===== config.mk =====
export PLATFORM = sky130hd
export DESIGN_NAME = ecc_guard
export DESIGN_NICKNAME = d
export VERILOG_FILES = /design/src/rtl/ecc_pkg.sv /design/src/rtl/ecc_datapath.sv /design/src/rtl/ecc_control.sv /design/src/rtl/ecc_guard.sv
export SDC_FILE = /design/constraint.sdc
export NUM_CORES = 1
export LEC_CHECK = 0
export BUFFER_PORTS_ARGS = -buffer_cell sky130_fd_sc_hd__buf_4
export CORE_AREA = 2 2 96 135
export CTS_BUF_LIST = sky130_fd_sc_hd__clkbuf_4 sky130_fd_sc_hd__clkbuf_8 sky130_fd_sc_hd__clkbuf_16
export DETAILED_ROUTE_END_ITERATION = 16
export DIE_AREA = 0 0 98 137
export GPL_ROUTABILITY_DRIVEN = 0
export GPL_TIMING_DRIVEN = 0
export SLEW_MARGIN = 20
export SYNTH_ARGS = -nofsm -noshare
export SYNTH_HDL_FRONTEND = slang
export SYNTH_SLANG_ARGS = --single-unit

===== constraint.sdc =====
create_clock -name clk -period 7.15 [get_ports clk]
set_clock_uncertainty 0.15 [all_clocks]
set_input_delay 1.0725 -clock clk [delete_from_list [all_inputs] [get_ports clk]]
set_output_delay 1.0725 -clock clk [all_outputs]
set_load 0.02 [all_outputs]

===== src/rtl/ecc_pkg.sv =====
package ecc_pkg;
  localparam int DATA_W = 32;
  localparam int CHK_W  = 7;
  localparam int PAGE_W = 20;
  localparam int CSR_W  = 32;

  // status field positions
  localparam int B_UNC = CSR_W - 1;
  localparam int B_MUL = CSR_W - 2;
  localparam int B_COR = CSR_W - 3;
  localparam int B_DMA = CHK_W + 1;
  localparam int B_PAR = CHK_W;

  // parity group of each check bit
  localparam logic [DATA_W-1:0] GROUP [CHK_W] = '{
    32'hF0F0F0F0, 32'h3C3C3C3C, 32'h5A5A5A5A, 32'hFF00FFFF,
    32'hFFFF00FF, 32'hFFFFFF00, 32'h96696969};

  localparam logic [CHK_W-1:0] ZERO_CODE = 7'b0111100;
  localparam logic [CHK_W-1:0] POISON    = 7'b0000111;

  typedef struct packed {
    logic doCorrect;
    logic setUnc;
    logic setMul;
    logic setCor;
    logic capture;
    logic setDma;
    logic setPar;
  } strobe_t;

  function automatic logic [CHK_W-1:0] encode(input logic [DATA_W-1:0] d);
    logic [CHK_W-1:0] c;
    for (int j = 0; j < CHK_W; j++) c[j] = ^(d & GROUP[j]);
    return c ^ ZERO_CODE;
  endfunction
endpackage


===== src/rtl/ecc_datapath.sv =====
module ecc_datapath
  import ecc_pkg::*;
(
  input  logic              clk,
  input  logic              rstN,
  input  logic [DATA_W-1:0] wrData,
  input  logic              wrParErr,
  output logic [CHK_W-1:0]  wrCheck,
  input  logic [DATA_W-1:0] rdData,
  input  logic [CHK_W-1:0]  rdCheck,
  input  logic [PAGE_W-1:0] rdPage,
  input  strobe_t           stb,
  output logic [CHK_W-1:0]  syndrome,
  output logic [DATA_W-1:0] flipMask,
  output logic [DATA_W-1:0] corrData,
  input  logic              csrWrEn,
  input  logic [CSR_W-1:0]  csrWrData,
  output logic [CSR_W-1:0]  csrRdData,
  output logic              uncLogged
);
  logic              uncQ, mulQ, corQ, dmaQ, parQ;
  logic [PAGE_W-1:0] pageQ;
  logic [CHK_W-1:0]  synQ;
  logic [CSR_W-1:0]  clrMask;

  assign wrCheck  = encode(wrData) ^ (wrParErr ? POISON : '0);
  assign syndrome = rdCheck ^ encode(rdData);

  // one comparator per data bit against its code column
  for (genvar k = 0; k < DATA_W; k++) begin : g_col
    logic [CHK_W-1:0] col;
    for (genvar j = 0; j < CHK_W; j++) begin : g_bit
      assign col[j] = GROUP[j][k];
    end
    assign flipMask[k] = (syndrome == col);
  end

  assign corrData = stb.doCorrect ? (rdData ^ flipMask) : rdData;
  assign clrMask  = csrWrEn ? csrWrData : '0;

  always_ff @(posedge clk) begin
    if (!rstN) begin
      uncQ  <= 1'b0;
      mulQ  <= 1'b0;
      corQ  <= 1'b0;
      dmaQ  <= 1'b0;
      parQ  <= 1'b0;
      pageQ <= '0;
      synQ  <= '0;
    end else begin
      uncQ <= stb.setUnc | (uncQ & ~clrMask[B_UNC]);
      mulQ <= stb.setMul | (mulQ & ~clrMask[B_MUL]);
      corQ <= stb.setCor | (corQ & ~clrMask[B_COR]);
      dmaQ <= stb.setDma | (dmaQ & ~clrMask[B_DMA]);
      parQ <= stb.setPar | (parQ & ~clrMask[B_PAR]);
      if (stb.capture) begin
        pageQ <= rdPage;
        synQ  <= syndrome;
      end
    end
  end

  assign uncLogged = uncQ;
  assign csrRdData = {uncQ, mulQ, corQ, pageQ, dmaQ, parQ, synQ};

  a_r4_single_flip: assert property (@(posedge clk) disable iff (!rstN)
    stb.doCorrect |-> $countones(corrData ^ rdData) == 1);
  a_r6_data_untouched: assert property (@(posedge clk) disable iff (!rstN)
    !stb.doCorrect |-> corrData == rdData);
  a_r8_fields_held: assert property (@(posedge clk) disable iff (!rstN)
    uncQ |=> ($stable(pageQ) && $stable(synQ)));
  a_r9_repeat_flag: assert property (@(posedge clk) disable iff (!rstN)
    (uncQ && stb.setUnc) |=> mulQ);
  a_r11_clear_cor: assert property (@(posedge clk) disable iff (!rstN)
    (csrWrEn && csrWrData[B_COR] && !stb.setCor) |=> !corQ);
endmodule


===== src/rtl/ecc_control.sv =====
module ecc_control
  import ecc_pkg::*;
(
  input  logic              clk,
  input  logic              rstN,
  input  logic              wrEn,
  input  logic              wrParErr,
  input  logic              rdValid,
  input  logic              rdDma,
  input  logic [CHK_W-1:0]  syndrome,
  input  logic [DATA_W-1:0] flipMask,
  input  logic              uncLogged,
  output strobe_t           stb,
  output logic              corrErr,
  output logic              chkErr,
  output logic              uncorrErr
);
  logic synNz, dataHit, chkHit, uncHit, anyErr;

  assign synNz   = |syndrome;
  assign dataHit = |flipMask;
  assign chkHit  = $onehot(syndrome);
  assign uncHit  = synNz && !dataHit && !chkHit;

  assign corrErr   = rdValid && dataHit;
  assign chkErr    = rdValid && chkHit;
  assign uncorrErr = rdValid && uncHit;
  assign anyErr    = rdValid && synNz;

  always_comb begin
    stb           = '0;
    stb.doCorrect = dataHit;
    stb.setUnc    = uncorrErr;
    stb.setMul    = uncorrErr && uncLogged;
    stb.setCor    = corrErr || chkErr;
    stb.capture   = anyErr && !uncLogged;
    stb.setDma    = anyErr && rdDma;
    stb.setPar    = wrEn && wrParErr;
  end

  a_r6_one_flag: assert property (@(posedge clk) disable iff (!rstN)
    $onehot0({corrErr, chkErr, uncorrErr}));
  a_r13_idle_quiet: assert property (@(posedge clk) disable iff (!rstN)
    !rdValid |-> !(stb.setUnc || stb.setCor || stb.capture || stb.setDma));
  a_r8_capture_once: assert property (@(posedge clk) disable iff (!rstN)
    stb.setMul |-> !stb.capture);
endmodule


===== src/rtl/ecc_guard.sv =====
module ecc_guard
  import ecc_pkg::*;
(
  input  logic              clk,
  input  logic              rstN,
  input  logic              wrEn,
  input  logic [DATA_W-1:0] wrData,
  input  logic              wrParErr,
  output logic [CHK_W-1:0]  wrCheck,
  input  logic              rdValid,
  input  logic [DATA_W-1:0] rdData,
  input  logic [CHK_W-1:0]  rdCheck,
  input  logic [PAGE_W-1:0] rdPage,
  input  logic              rdDma,
  output logic [DATA_W-1:0] corrData,
  output logic              corrErr,
  output logic              chkErr,
  output logic              uncorrErr,
  input  logic              csrWrEn,
  input  logic [CSR_W-1:0]  csrWrData,
  output logic [CSR_W-1:0]  csrRdData
);
  strobe_t           stb;
  logic [CHK_W-1:0]  syndrome;
  logic [DATA_W-1:0] flipMask;
  logic              uncLogged;

  ecc_control u_ctrl (
    .clk(clk), .rstN(rstN), .wrEn(wrEn), .wrParErr(wrParErr),
    .rdValid(rdValid), .rdDma(rdDma), .syndrome(syndrome),
    .flipMask(flipMask), .uncLogged(uncLogged), .stb(stb),
    .corrErr(corrErr), .chkErr(chkErr), .uncorrErr(uncorrErr));

  ecc_datapath u_dp (
    .clk(clk), .rstN(rstN), .wrData(wrData), .wrParErr(wrParErr),
    .wrCheck(wrCheck), .rdData(rdData), .rdCheck(rdCheck),
    .rdPage(rdPage), .stb(stb), .syndrome(syndrome),
    .flipMask(flipMask), .corrData(corrData), .csrWrEn(csrWrEn),
    .csrWrData(csrWrData), .csrRdData(csrRdData), .uncLogged(uncLogged));
endmodule


==> metrics.md <==
| Metric | Value |
|---|---|
| CTS clk-pin slew, worst paths | `0.05 ns` |
| IO Pins | `204` |
| Clock latency on the worst-skew pair | `0.27 ns` |
| Register area share after synthesis | `17.93%` |
| Metal1 wirelength | `3.894 mm` |
| Residual DRC | `0` |
| Leak | `2.419 nW` |
| Post-synth EDFFs | `0` |
| Core ar. | `12190 µm²` |
| WL met3 | `809 µm` |
| CTS Buf Count | `5` |
| Mapped Cells | `405` |
| Hold Worst Slack | `0.3179 ns` |
| Type of origin of the critical path | `primary input` |
| Synth warn | `0` |
| Gr usage total | `15.58%` |
| First-pass GRT wire length | `16.84 mm` |
| Final setup fails | `0` |
| DR top layer | `met4` |
| Dpl hpwl | `9.271 mm` |
| CP required | `5.93 ns` |
| NumNets Final | `734` |
| Peak VDD IR | `222.5 µV` |
| Hold Buf Count CTS | `0` |
| Setup TNS | `0 ns` |
| Diodes inserted | `0` |
| PwrDens | `470.5 nW/µm²` |
| Outcome | `finished, final reports clean` |
| Syn_nets | `551` |
| Final Util | `43.19%` |
| Number of detailed-route iterations in the first pass | `4` |
| WL met2 | `5.707 mm` |
| Row cnt | `48` |
| Sw frac | `50.27%` |
| Largest net degree at the start of global routing | `11` |
| Vias/cell | `4.506` |
| Via count | `3330` |
| Grt ovf | `0` |
| Post-CTS Resized | `0` |
| Vias in the first global route | `3507` |
| # Post-CTS Setup Buffers | `0` |
| Max Fclk | `0.1587 GHz` |
| Final period demand of the worst path | `6.302 ns` |
| Crit path DAT | `5.08 ns` |
| Starting density of the core | `29.31%` |
| Die Area | `13430 µm²` |
| Switching power total | `0.001245 W` |
| CTS Buffer Depth | `2` |
| Area Growth Syn to Fin | `47.34%` |
| Share of cells above drive strength 1 | `33.79%` |
| Avg Cell Area, Syn | `8.823 µm²` |
| Max-Cap Viols | `0` |
| Clock sink count | `32` |
| TritonCTS clock tree | `done` |
| Chip height | `137 µm` |
| Fin. max-slew vios | `0` |
| CTS HTree Levels | `2` |
| DRT antenna net count | `0` |
| Setup CP Type | `primary input to primary output` |
| 1st-iter DRT viols | `87` |
| Initial antenna violation count | `0` |
| Worst-Margin Slew | `0.5236 ns` |
| Total Power | `0.002477 W` |
| Final Hold Viols | `0` |
| Port buffer count | `176` |
| Ys async rst share | `0%` |
| Top_reg_cell synth | `dfxtp_1` |
| Chip width | `98 µm` |
| Clock power frac | `10.3%` |
| Fill cell count | `1269` |
| Post-Syn Area | `3573 µm²` |
| Placed instance area | `5082 µm²` |
| Gate power share | `80.0%` |
| Seq pwr share | `9.7%` |
| Slew headroom | `64.84%` |
| CTS root buf | `clkbuf_16` |
| Synth unique cells | `41` |
| Largest fanout on the critical path | `4` |
| Final instance area | `5265 µm²` |
| DR WL/cell | `14.60 µm` |
| Period utilisation layout | `88.14%` |
| Total routed wirelength | `10.79 mm` |
| Worst min path class | `flip-flop to flip-flop` |
| Worst Setup End Kind | `primary output` |
| Cell-internal power | `0.001232 W` |
| Seq cells post-synth | `32` |
| RSZ-0062 raised after global routing | `no` |
[state kept, by name, summed over array words and instances (netlist names)]
signal          cells
u_dp.corQ           1
u_dp.dmaQ           1
u_dp.parQ           1
u_dp.pageQ         20
u_dp.synQ           7
u_dp.mulQ           1
u_dp.uncLogged      1
[layout make-up]
cell class	count	area, µm²	share of cell area [%]
buffer	26	143.9	2.733
clock buffer	7	152.6	2.899
clock inverter	1	30.03	0.5703
inverter	15	56.30	1.069
multi-input combinational	332	2733	51.90
sequential	32	640.6	12.17
tap	150	187.7	3.565
timing repair buffer	176	1321	25.10
[worst paths after layout]
check                               startpoint              to  slack, ns  cells past startpoint
worst max-delay path                rdData[20]       uncorrErr       0.85                     18
worst min register to register       u_dp.dmaQ       u_dp.dmaQ       0.32                      2
worst max register to register  u_dp.uncLogged  u_dp.pageQ[14]       5.63                      6
worst min-delay path                 u_dp.dmaQ       u_dp.dmaQ       0.32                      2
[layer usage]
metal	global-route usage [%]	up-vias
met2	29.30	134
met3	3.320	23
met4	7.176	0
li1	-	1664
met1	16.47	1509
met5	0	-
[power groups by stage]
stage	Clock, W	Combinational, W	Sequential [W]
floorplan	0	0.00133	0.000280
global placement	0	0.00196	0.000243
detailed placement	0	0.00199	0.000244
CTS	0.000264	0.00200	0.000241
global route	0.000274	0.00219	0.000245
finish	0.000256	0.00198	0.000240
[kinds of logic after synthesis]
group                    after synthesis  share of synthesized area [%]
XOR/XNOR                             166                          43.52
multiplexers                          28                          7.983
buffers and inverters                 41                          5.602
flip-flops                            32                          17.93
adder cells (fa/ha/maj)               16                          6.233
AO/OA/AOI/OAI                         24                          4.482
AND/OR/NAND/NOR                       98                          14.25
[Yosys cell counts (8+ instances only)]
cell type  count  share of area (%)
inv_1         14                1.5
ha_1          13                4.6
xnor2_1      126                 31
nor2_1         8               0.84
dfxtp_1       32                 18
nor2b_1       29                5.1
nand3_1       23                3.2
nand2_1       23                2.4
xor2_1        32                7.8
clkbuf_1      16                1.7
mux2i_1       27                7.6
[per-stage QoR]
step / instances / worst slack [ns]
global placement: 731 / 0.8842
detailed placement: 731 / 0.7907
global route: 739 / 0.5891
floorplan: 405 / 1.602
CTS: 739 / 0.8034
finish: 739 / 0.8479
[placed cells by master, fill, tap and decap left out, types with 3 or more instances in the layout]
master     instances
buf_4            182
xnor2_1          126
xor2_1            32
dfxtp_1           32
nor2b_1           29
mux2i_1           27
nand3_1           23
nand2_1           23
clkbuf_1          16
inv_1             14
ha_1              13
nor2_1             8
nand4_1            7
o21ai_0            7
clkbuf_16          5
xnor3_1            3
buf_6              3
and2_1             3
a21oi_1            3
o211ai_1           3
fa_1               3
[worst max-delay path, stage by stage]
cell and delay [ns]:
buf_4 0.13, xor2_1 0.16, xnor2_1 0.45, xnor2_1 0.17
xnor2_1 0.19, xnor2_1 0.43, inv_1 0.14, ha_1 0.34
fa_1 0.51, inv_1 0.04, ha_1 0.19, fa_1 0.37
xnor2_1 0.14, nand3b_1 0.13, o211ai_1 0.10, a211o_1 0.28
inv_1 0.07, buf_4 0.14
No activity file was read; power rests on OpenSTA's default activity.
